`src/rtl/tone_pkg.sv`:
```
package tone_pkg;
  localparam int DEFAULT_CNT_W = 24;

  typedef struct packed {
    logic clear;
    logic advance;
    logic flip;
  } toneStrobe_t;
endpackage

```
`src/rtl/tone_ctrl.sv`:
```
module tone_ctrl
  import tone_pkg::*;
#(
  parameter int CNT_W = DEFAULT_CNT_W
) (
  input  logic [CNT_W-1:0] halfPeriod,
  input  logic [CNT_W-1:0] cnt,
  output toneStrobe_t      strobe
);
  logic             isRest;
  logic [CNT_W-1:0] lastCount;
  logic             atLimit;

  assign isRest    = (halfPeriod == '0);
  assign lastCount = halfPeriod - 1'b1;
  // Reaching or passing the limit restarts the count, which also covers a period that shrinks mid-count.
  assign atLimit   = !isRest && (cnt >= lastCount);

  always_comb begin
    strobe.clear   = isRest || atLimit;
    strobe.advance = !(isRest || atLimit);
    strobe.flip    = atLimit;
  end
endmodule

```
`src/rtl/tone_dpath.sv`:
```
module tone_dpath
  import tone_pkg::*;
#(
  parameter int CNT_W = DEFAULT_CNT_W
) (
  input  logic             clk,
  input  toneStrobe_t      strobe,
  output logic [CNT_W-1:0] cnt,
  output logic             level
);
  logic [CNT_W-1:0] cntQ   = '0;
  logic             levelQ = 1'b0;
  logic             armed  = 1'b0;

  always_ff @(posedge clk) begin
    armed <= 1'b1;
    if (strobe.clear)        cntQ <= '0;
    else if (strobe.advance) cntQ <= cntQ + 1'b1;
    if (strobe.flip)         levelQ <= ~levelQ;
  end

  assign cnt   = cntQ;
  assign level = levelQ;

  // the counter only steps up by one or returns to zero
  a_r8_no_wrap: assert property (@(posedge clk) disable iff (!armed)
    (cntQ != '0) |-> (cntQ == CNT_W'($past(cntQ) + 1'b1)));
endmodule

```
`src/rtl/tone_gen_top.sv`:
```
module tone_gen_top
  import tone_pkg::*;
#(
  parameter int CNT_W = DEFAULT_CNT_W
) (
  input  logic             clk,
  input  logic             outEnable,
  input  logic [CNT_W-1:0] halfPeriod,
  output logic             squareOut
);
  toneStrobe_t      strobe;
  logic [CNT_W-1:0] cnt;
  logic             level;
  logic             armed = 1'b0;

  always_ff @(posedge clk) armed <= 1'b1;

  tone_ctrl #(.CNT_W(CNT_W)) u_ctrl (
    .halfPeriod (halfPeriod),
    .cnt        (cnt),
    .strobe     (strobe)
  );

  tone_dpath #(.CNT_W(CNT_W)) u_dpath (
    .clk    (clk),
    .strobe (strobe),
    .cnt    (cnt),
    .level  (level)
  );

  assign squareOut = outEnable & level;

  // the level inverts on the edge where the count sits at the limit
  a_r2_flip_at_limit: assert property (@(posedge clk) disable iff (!armed)
    (halfPeriod != '0 && cnt == halfPeriod - 1'b1) |=> (level != $past(level)));

  // the level holds while the count is below the limit
  a_r2_hold_below: assert property (@(posedge clk) disable iff (!armed)
    (halfPeriod != '0 && cnt < halfPeriod - 1'b1) |=> (level == $past(level)));

  // a rest holds the level and parks the counter at zero
  a_r4_rest_hold: assert property (@(posedge clk) disable iff (!armed)
    (halfPeriod == '0) |=> (level == $past(level) && cnt == '0));

  // a count past the limit restarts on the next edge
  a_r7_restart: assert property (@(posedge clk) disable iff (!armed)
    (halfPeriod != '0 && cnt >= halfPeriod) |=> (cnt == '0));
endmodule

```
`config.mk`:
```
export PLATFORM = sky130hd
export DESIGN_NAME = tone_gen_top
export DESIGN_NICKNAME = d
export VERILOG_FILES = /design/src/rtl/tone_pkg.sv /design/src/rtl/tone_ctrl.sv /design/src/rtl/tone_dpath.sv /design/src/rtl/tone_gen_top.sv
export SDC_FILE = /design/constraint.sdc
export NUM_CORES = 1
export LEC_CHECK = 0
export BUFFER_PORTS_ARGS = -buffer_cell sky130_fd_sc_hd__buf_2
export CAP_MARGIN = 15
export CORE_ASPECT_RATIO = 1.4
export CORE_MARGIN = 2
export CORE_UTILIZATION = 35
export CTS_CLUSTER_SIZE = 30
export DETAILED_ROUTE_END_ITERATION = 7
export GPL_TIMING_DRIVEN = 0
export MAX_ROUTING_LAYER = met4
export PLACE_DENSITY = 0.64
export SLEW_MARGIN = 10
export SYNTH_ARGS = -nofsm -noshare
export SYNTH_HDL_FRONTEND = slang
export SYNTH_SLANG_ARGS = --single-unit
export TNS_END_PERCENT = 10
```
`constraint.sdc`:
```
create_clock -name clk -period 4.7 [get_ports clk]
set_input_delay 0.47 -clock clk [delete_from_list [all_inputs] [get_ports clk]]
set_output_delay 0.47 -clock clk [all_outputs]
set_load 0.05 [all_outputs]
```
==> impl_metrics.toml, run 1 <==
[logic_synthesis]
synth_top_area_frac = 0.2433
synthArstFlopShare = 0
synthAdderAreaFrac = 0.1648
syn_area_per_cell_um2 = 8.125
synth-edff-count = 1
synth-seq-cells = 25
yosys.cell_types.count = 35
syn-num-nets = 295
synth-main-ff-cell = "dfxtp_1"
syn_inst = 243
synthMuxAreaShare = 0
synth-compound-area-share = 0.05450
yosysTopAreaCell = "dfxtp_1"
synth_top_family_by_area = "simple AND/OR/NAND/NOR gates"
synth_area_um2 = 1974
yosys.area_share.xor_xnor = 0.1952
yosys-top-cells-area = "dfxtp_1 (24%), ha_1 (16%), xnor2_1 (12%)"
ys_warn_count = 0
yosys.area_share.simple = 0.2985
yosysSeqAreaShare = 0.2586

[critical_path]
cpMaxStageDelayCell = "nor4_1"
r2r_cells = 9
path_cells = "buf_2 -> nor4_1 -> nand3_1 -> nor4_1 -> xnor2_1 -> ha_1 -> and3_1 -> a221o_1 -> a221oi_1 -> o21ai_0 -> or3b_1 -> buf_4 -> buf_6 -> nor2_1"
crit_path_end_kind = "register"
cp-start-kind = "input port"
critPathMaxStageDelay_ns = 0.55
worstPathArrival_ns = 3.93
required_ns = 4.92
critPathMaxFanout = 10
critPathKind = "input port to register"
crit_top_cell = "nor4_1"

[clocking]
cts_sinks = 25
cts_max_path_buffers = 2
cts_resized = 0
cts_tree = "done"
root_buffer = "clkbuf_8"
clk_latency_ns = 0.27
htreeDepth = 1
cts_buffers = 3
post-cts-setup-buffer-count = 0
holdBufCountCts = 0
cts.clk_slew.worst_paths_ns = 0.09

[final_layout]
layout.cells.non_filler = 341
area_growth_pct = 13.43
antenna_cells = 0
final_nets = 326
drive_above_1_share = 0.1319

[drt]
vias_per_cell = 5.100
wl_per_cell_um = 11.90
antenna_left = 0
dr.pass1.iters = 6
drtIter0Drc = 51
vias = 1739
wl_mm = 4.057
drc_errors = 0

[floorplan]
placementRows = 32
die-area_um2 = 6266
dieHeight_um = 92.87
start_util = 0.3599
die_w_um = 67.48
design.core.area_um2 = 5485
ios = 27

[global_routing]
grt_pass1_vias = 1618
overflow = 0
grt_use_total = 0.1440
grt_max_degree = 17
grt_antenna_before_repair = 0
grt_pass1_wl_mm = 6.948

[timing]
fmax_ghz = 0.2689
tightest_slew_ns = 0.7134
rsz0062_at_grt = "no"
relSlewSlack = 0.5200
tns_ns = 0
post-route-min-period_ns = 3.720
min_period_over_period = 0.7914
fin_skew_ns = 0.004682
hold_viol_final = 0
setup_viol = 0
report.final.slew_viol_count = 0
setup_slack_ns = 0.9805

[power]
vdd.ir_drop.worst_mv = 0.1407
p_per_area_nw_per_um2 = 315.0
leakagePower_uw = 0.0009062

[run]
drv_cap = 0

[place]
gp_congestion = 0.8580
placed_cells = 337
port_buffers = 26
dpl.hpwl_mm = 3.353
place_ws_ns = 0.6720

[worst_hold_path]
hold_class = "register to register"
holdPathStages = 1

[outcome]
status = "finished, final reports clean"
path summary, 6_finish.rpt:
check	from	to	slack, ns
max	halfPeriod[7]	u_dpath.cnt[23]	0.98
min	u_dpath.cnt[0]	u_dpath.cnt[0]	0.47
max reg2reg	u_dpath.cnt[15]	u_dpath.cnt[23]	2.18
min reg2reg	u_dpath.cnt[0]	u_dpath.cnt[0]	0.47
cells by family after synthesis:
| group | count (synthesis) |
|---|---|
| and+or+nand+nor | 122 |
| DFF | 25 |
| xor gates and xnor gates | 44 |
| buffers and inverters | 10 |
| AOI/OAI and AO/OA | 16 |
| adders and majority gates | 26 |
critical path: cells and delay by family:
| family | cells | cell delay, ns |
|---|---|---|
| buffers and inverters | 3 | 0.42 |
| adder cells (fa/ha/maj) | 1 | 0.24 |
| XOR/XNOR | 1 | 0.17 |
| AND/OR/NAND/NOR | 6 | 1.82 |
| AO/OA/AOI/OAI | 3 | 0.82 |
layer usage:
layer,share of wire,up-vias,track usage
met4,0.013,0,0.04082
met2,0.49,36,0.2492
met1,0.46,793,0.1749
met3,0.030,7,0.01094
li1,-,903,-
met5,0,-,-
synth_stat cells (all sizes together), types with 2 or more instances:
cell type / n
a2111oi: 2
a21oi: 6
and2: 3
and3: 4
and4: 2
buf: 3
dfxtp: 24
ha: 26
inv: 6
nand2: 23
nand2b: 3
nand3: 9
nand4: 7
nor2: 45
nor2b: 2
nor3: 8
nor4: 6
o21ai: 2
or2: 3
or3: 3
or4: 3
xnor2: 28
xor2: 16
layout make-up:
type,count,area (µm²)
Timing Repair Buffer,26,130.1
Tap cell,68,85.08
Multi-Input combinational cell,208,1408
Clock buffer,3,41.29
Inverter,6,22.52
Buffer,4,33.78
Sequential cell,25,510.5
Clock inverter,1,8.758
Fill cell,579,3246
power breakdown:
group / leakage, µW / switching (µW) / internal (µW)
Sequential: 0.000206 / 69.4 / 266
Clock: 0.0000261 / 73.8 / 62.2
Combinational: 0.000674 / 117 / 116
Total: 0.000906 / 261 / 445
sequential cells by signal, indices dropped and copies added, names as in the netlist:
| name | count |
|---|---|
| u_dpath.cnt | 24 |
| u_dpath.level | 1 |
layout by cell type, fill, tap and decap left out, types with 3 or more instances in the layout:
cell / instances
and2_1: 3
nand2b_1: 3
clkbuf_8: 3
ha_1: 26
dfxtp_1: 24
nand3_1: 9
or4_1: 3
inv_1: 6
nor3_1: 8
nand4_1: 7
nor4_1: 5
xor2_1: 16
nand2_1: 23
or3_1: 3
and3_1: 4
buf_2: 26
nor2_1: 45
xnor2_1: 28
a21oi_1: 6
stage by stage:
stage	util	instance area (µm²)	power (µW)	hold WS, ns
after floorplan	-	1974	502.1	0.4254
after global placement	0.3992	2190	568.5	0.4404
after CTS	0.4083	2240	715.1	0.4852
final	0.4083	2240	705.6	0.4732
after global routing	0.4083	2240	772.7	0.5247
after detailed placement	0.3992	2190	576.0	0.4616
Power figures use the tool's default switching activity.
==> run 2, diff against run 1 <==
==> constraint.sdc (replaced) <==
create_clock -name clk -period 3.5 [get_ports clk]
set_input_delay 0.35 -clock clk [delete_from_list [all_inputs] [get_ports clk]]
set_output_delay 0.35 -clock clk [all_outputs]
set_load 0.05 [all_outputs]
==> run 2 against run 1 <==
  * Register-to-register slack got worse by 1.2 ns
  * Via count is 0.12% lower
  * Clock power grew 34%
  * Global-route usage hardly changed
  * Combinational power is 37% higher
  * Clock skew increased by 0.00089 ns
  * Worst setup slack got worse by 0.80 ns
  * First-iteration DRC count grew 12%
  * Cell count up 0.59%
  * Critical path type unchanged
  * Critical endpoint unchanged
  * Largest power group unchanged
==> impl_metrics.toml, run 2 (synthesis results as in run 1) <==
[final_layout]
final_area_um2 = 2311
antenna_cells = 0
final_common_cell = "nor2_1"
largest_register_ffs = 24
final_nets = 328
fillers = 578
most-common-layout-cells = "nor2_1 (45), xnor2_1 (28), ha_1 (26), buf_2 (26), dfxtp_1 (24)"
area_growth_pct = 17.05
multi_input_area_um2 = 1464
drive_above_1_share = 0.1673
regArea_um2 = 510.5

[floorplan]
placementRows = 32
die_w_um = 67.48
dieHeight_um = 92.87
start_util = 0.3599
ios = 27
design.core.area_um2 = 5485
die-area_um2 = 6266

[clocking]
holdBufCountCts = 0
clk_latency_ns = 0.27
cts_max_path_buffers = 2
cts_sinks = 25
cts.clk_slew.worst_paths_ns = 0.09
htreeDepth = 1
root_buffer = "clkbuf_8"
cts_tree = "done"
cts_buffers = 3

[global_routing]
grt_max_degree = 17
overflow = 0
grt_antenna_before_repair = 0
grt_pass1_wl_mm = 6.948
grt_use_total = 0.1442
grt_pass1_vias = 1615

[worst_hold_path]
holdPathStages = 1
min_from = "u_dpath.cnt[0]"
whs_endpoint = "u_dpath.cnt[0]"
hold_class = "register to register"

[timing]
tns_ns = 0
whs_ns = 0.4732
min_period_over_period = 0.9477
tightest_slew_ns = 0.7105
report.final.slew_viol_count = 0
setup_viol = 0
hold_viol_final = 0
post-route-min-period_ns = 3.317
fmax_ghz = 0.3015
relSlewSlack = 0.5220
fin_skew_ns = 0.005568

[outcome]
status = "finished, final reports clean"

[critical_path]
rrSetupSlack_ns = 1.00
cp-start-kind = "input port"
critPathKind = "input port to register"
r2r_cells = 9
crit_path_end_kind = "register"
timing.rr.end = "u_dpath.cnt[23]"
critPathMaxFanout = 10
required_ns = 3.71
worstPathArrival_ns = 3.53
r2r-start = "u_dpath.cnt[15]"

[place]
gp_congestion = 0.8580
port_buffers = 26
place_area_um2 = 2190
dpl.hpwl_mm = 3.353

[power]
vdd.ir_drop.worst_mv = 0.1891
p_total_uw = 951.9
leakagePower_uw = 0.0009254
p_per_area_nw_per_um2 = 411.9

[run]
drv_cap = 0

[drt]
wl_per_cell_um = 11.97
drc_errors = 0
wl_mm = 4.106
vias = 1737
drtIter0Drc = 57
dr.pass1.iters = 6
vias_per_cell = 5.064
antenna_left = 0
[run 2: per-stage QoR]
stage | setup WS, ns | cells | utilization
final | 0.1831 | 343 | 0.4213
after global routing | -0.001226 | 343 | 0.4213
after CTS | 0.02880 | 341 | 0.4104
after detailed placement | -0.4080 | 337 | 0.3992
after global placement | -0.3843 | 337 | 0.3992
after floorplan | 0.2303 | 243 | -
[run 2: routing by layer]
| metal | up-vias | share of wire | GRT usage |
|---|---|---|---|
| met5 | - | 0 | - |
| met2 | 33 | 0.50 | 0.2500 |
| met4 | 0 | 0.012 | 0.04082 |
| met3 | 5 | 0.030 | 0.01094 |
| li1 | 906 | - | - |
| met1 | 793 | 0.46 | 0.1749 |
[run 2: critical path: stages]
cell      delay, ns
buf_2          0.15
nor4_4         0.30
nand2b_1       0.13
or3_4          0.38
or2_4          0.29
nor2_1         0.12
xnor2_1        0.14
ha_1           0.27
nand4_1        0.13
nor3_1         0.10
a221oi_1       0.28
o21ai_1        0.15
or3b_1         0.36
buf_4          0.16
buf_6          0.14
nor2_1         0.10
[run 2: power by group]
| part | internal, µW | total [µW] | switching (µW) | leakage (µW) |
|---|---|---|---|---|
| sequential | 358 | 450 | 92.7 | 0.000206 |
| clock | 83.5 | 182 | 98.1 | 0.0000261 |
| combinational | 158 | 320 | 162 | 0.000693 |
[run 2: what timing repair did]
item	4_1_cts	5_1_grt
buffers inserted	0	2
gates resized for setup	3	9
setup endpoints to repair	20	24
[run 2: how the worst max path moves through the flow]
stage / from / to / slack (ns)
2_1_floorplan: halfPeriod[10] / u_dpath.cnt[18] / 0.23
3_3_place_gp: halfPeriod[7] / u_dpath.cnt[22] / -0.38
3_5_place_dp: halfPeriod[7] / u_dpath.cnt[18] / -0.41
4_1_cts: halfPeriod[3] / u_dpath.cnt[23] / 0.03
5_1_grt: halfPeriod[10] / u_dpath.cnt[18] / -0.001
6_report: halfPeriod[10] / u_dpath.cnt[23] / 0.18
[run 2: cell type report]
class	count	area share
multi-input combinational	208	0.6335
tap	68	0.03682
clock inverter	1	0.003790
clock buffer	3	0.01787
timing repair buffer	28	0.06280
inverter	6	0.009746
sequential	25	0.2209
buffer	4	0.01462
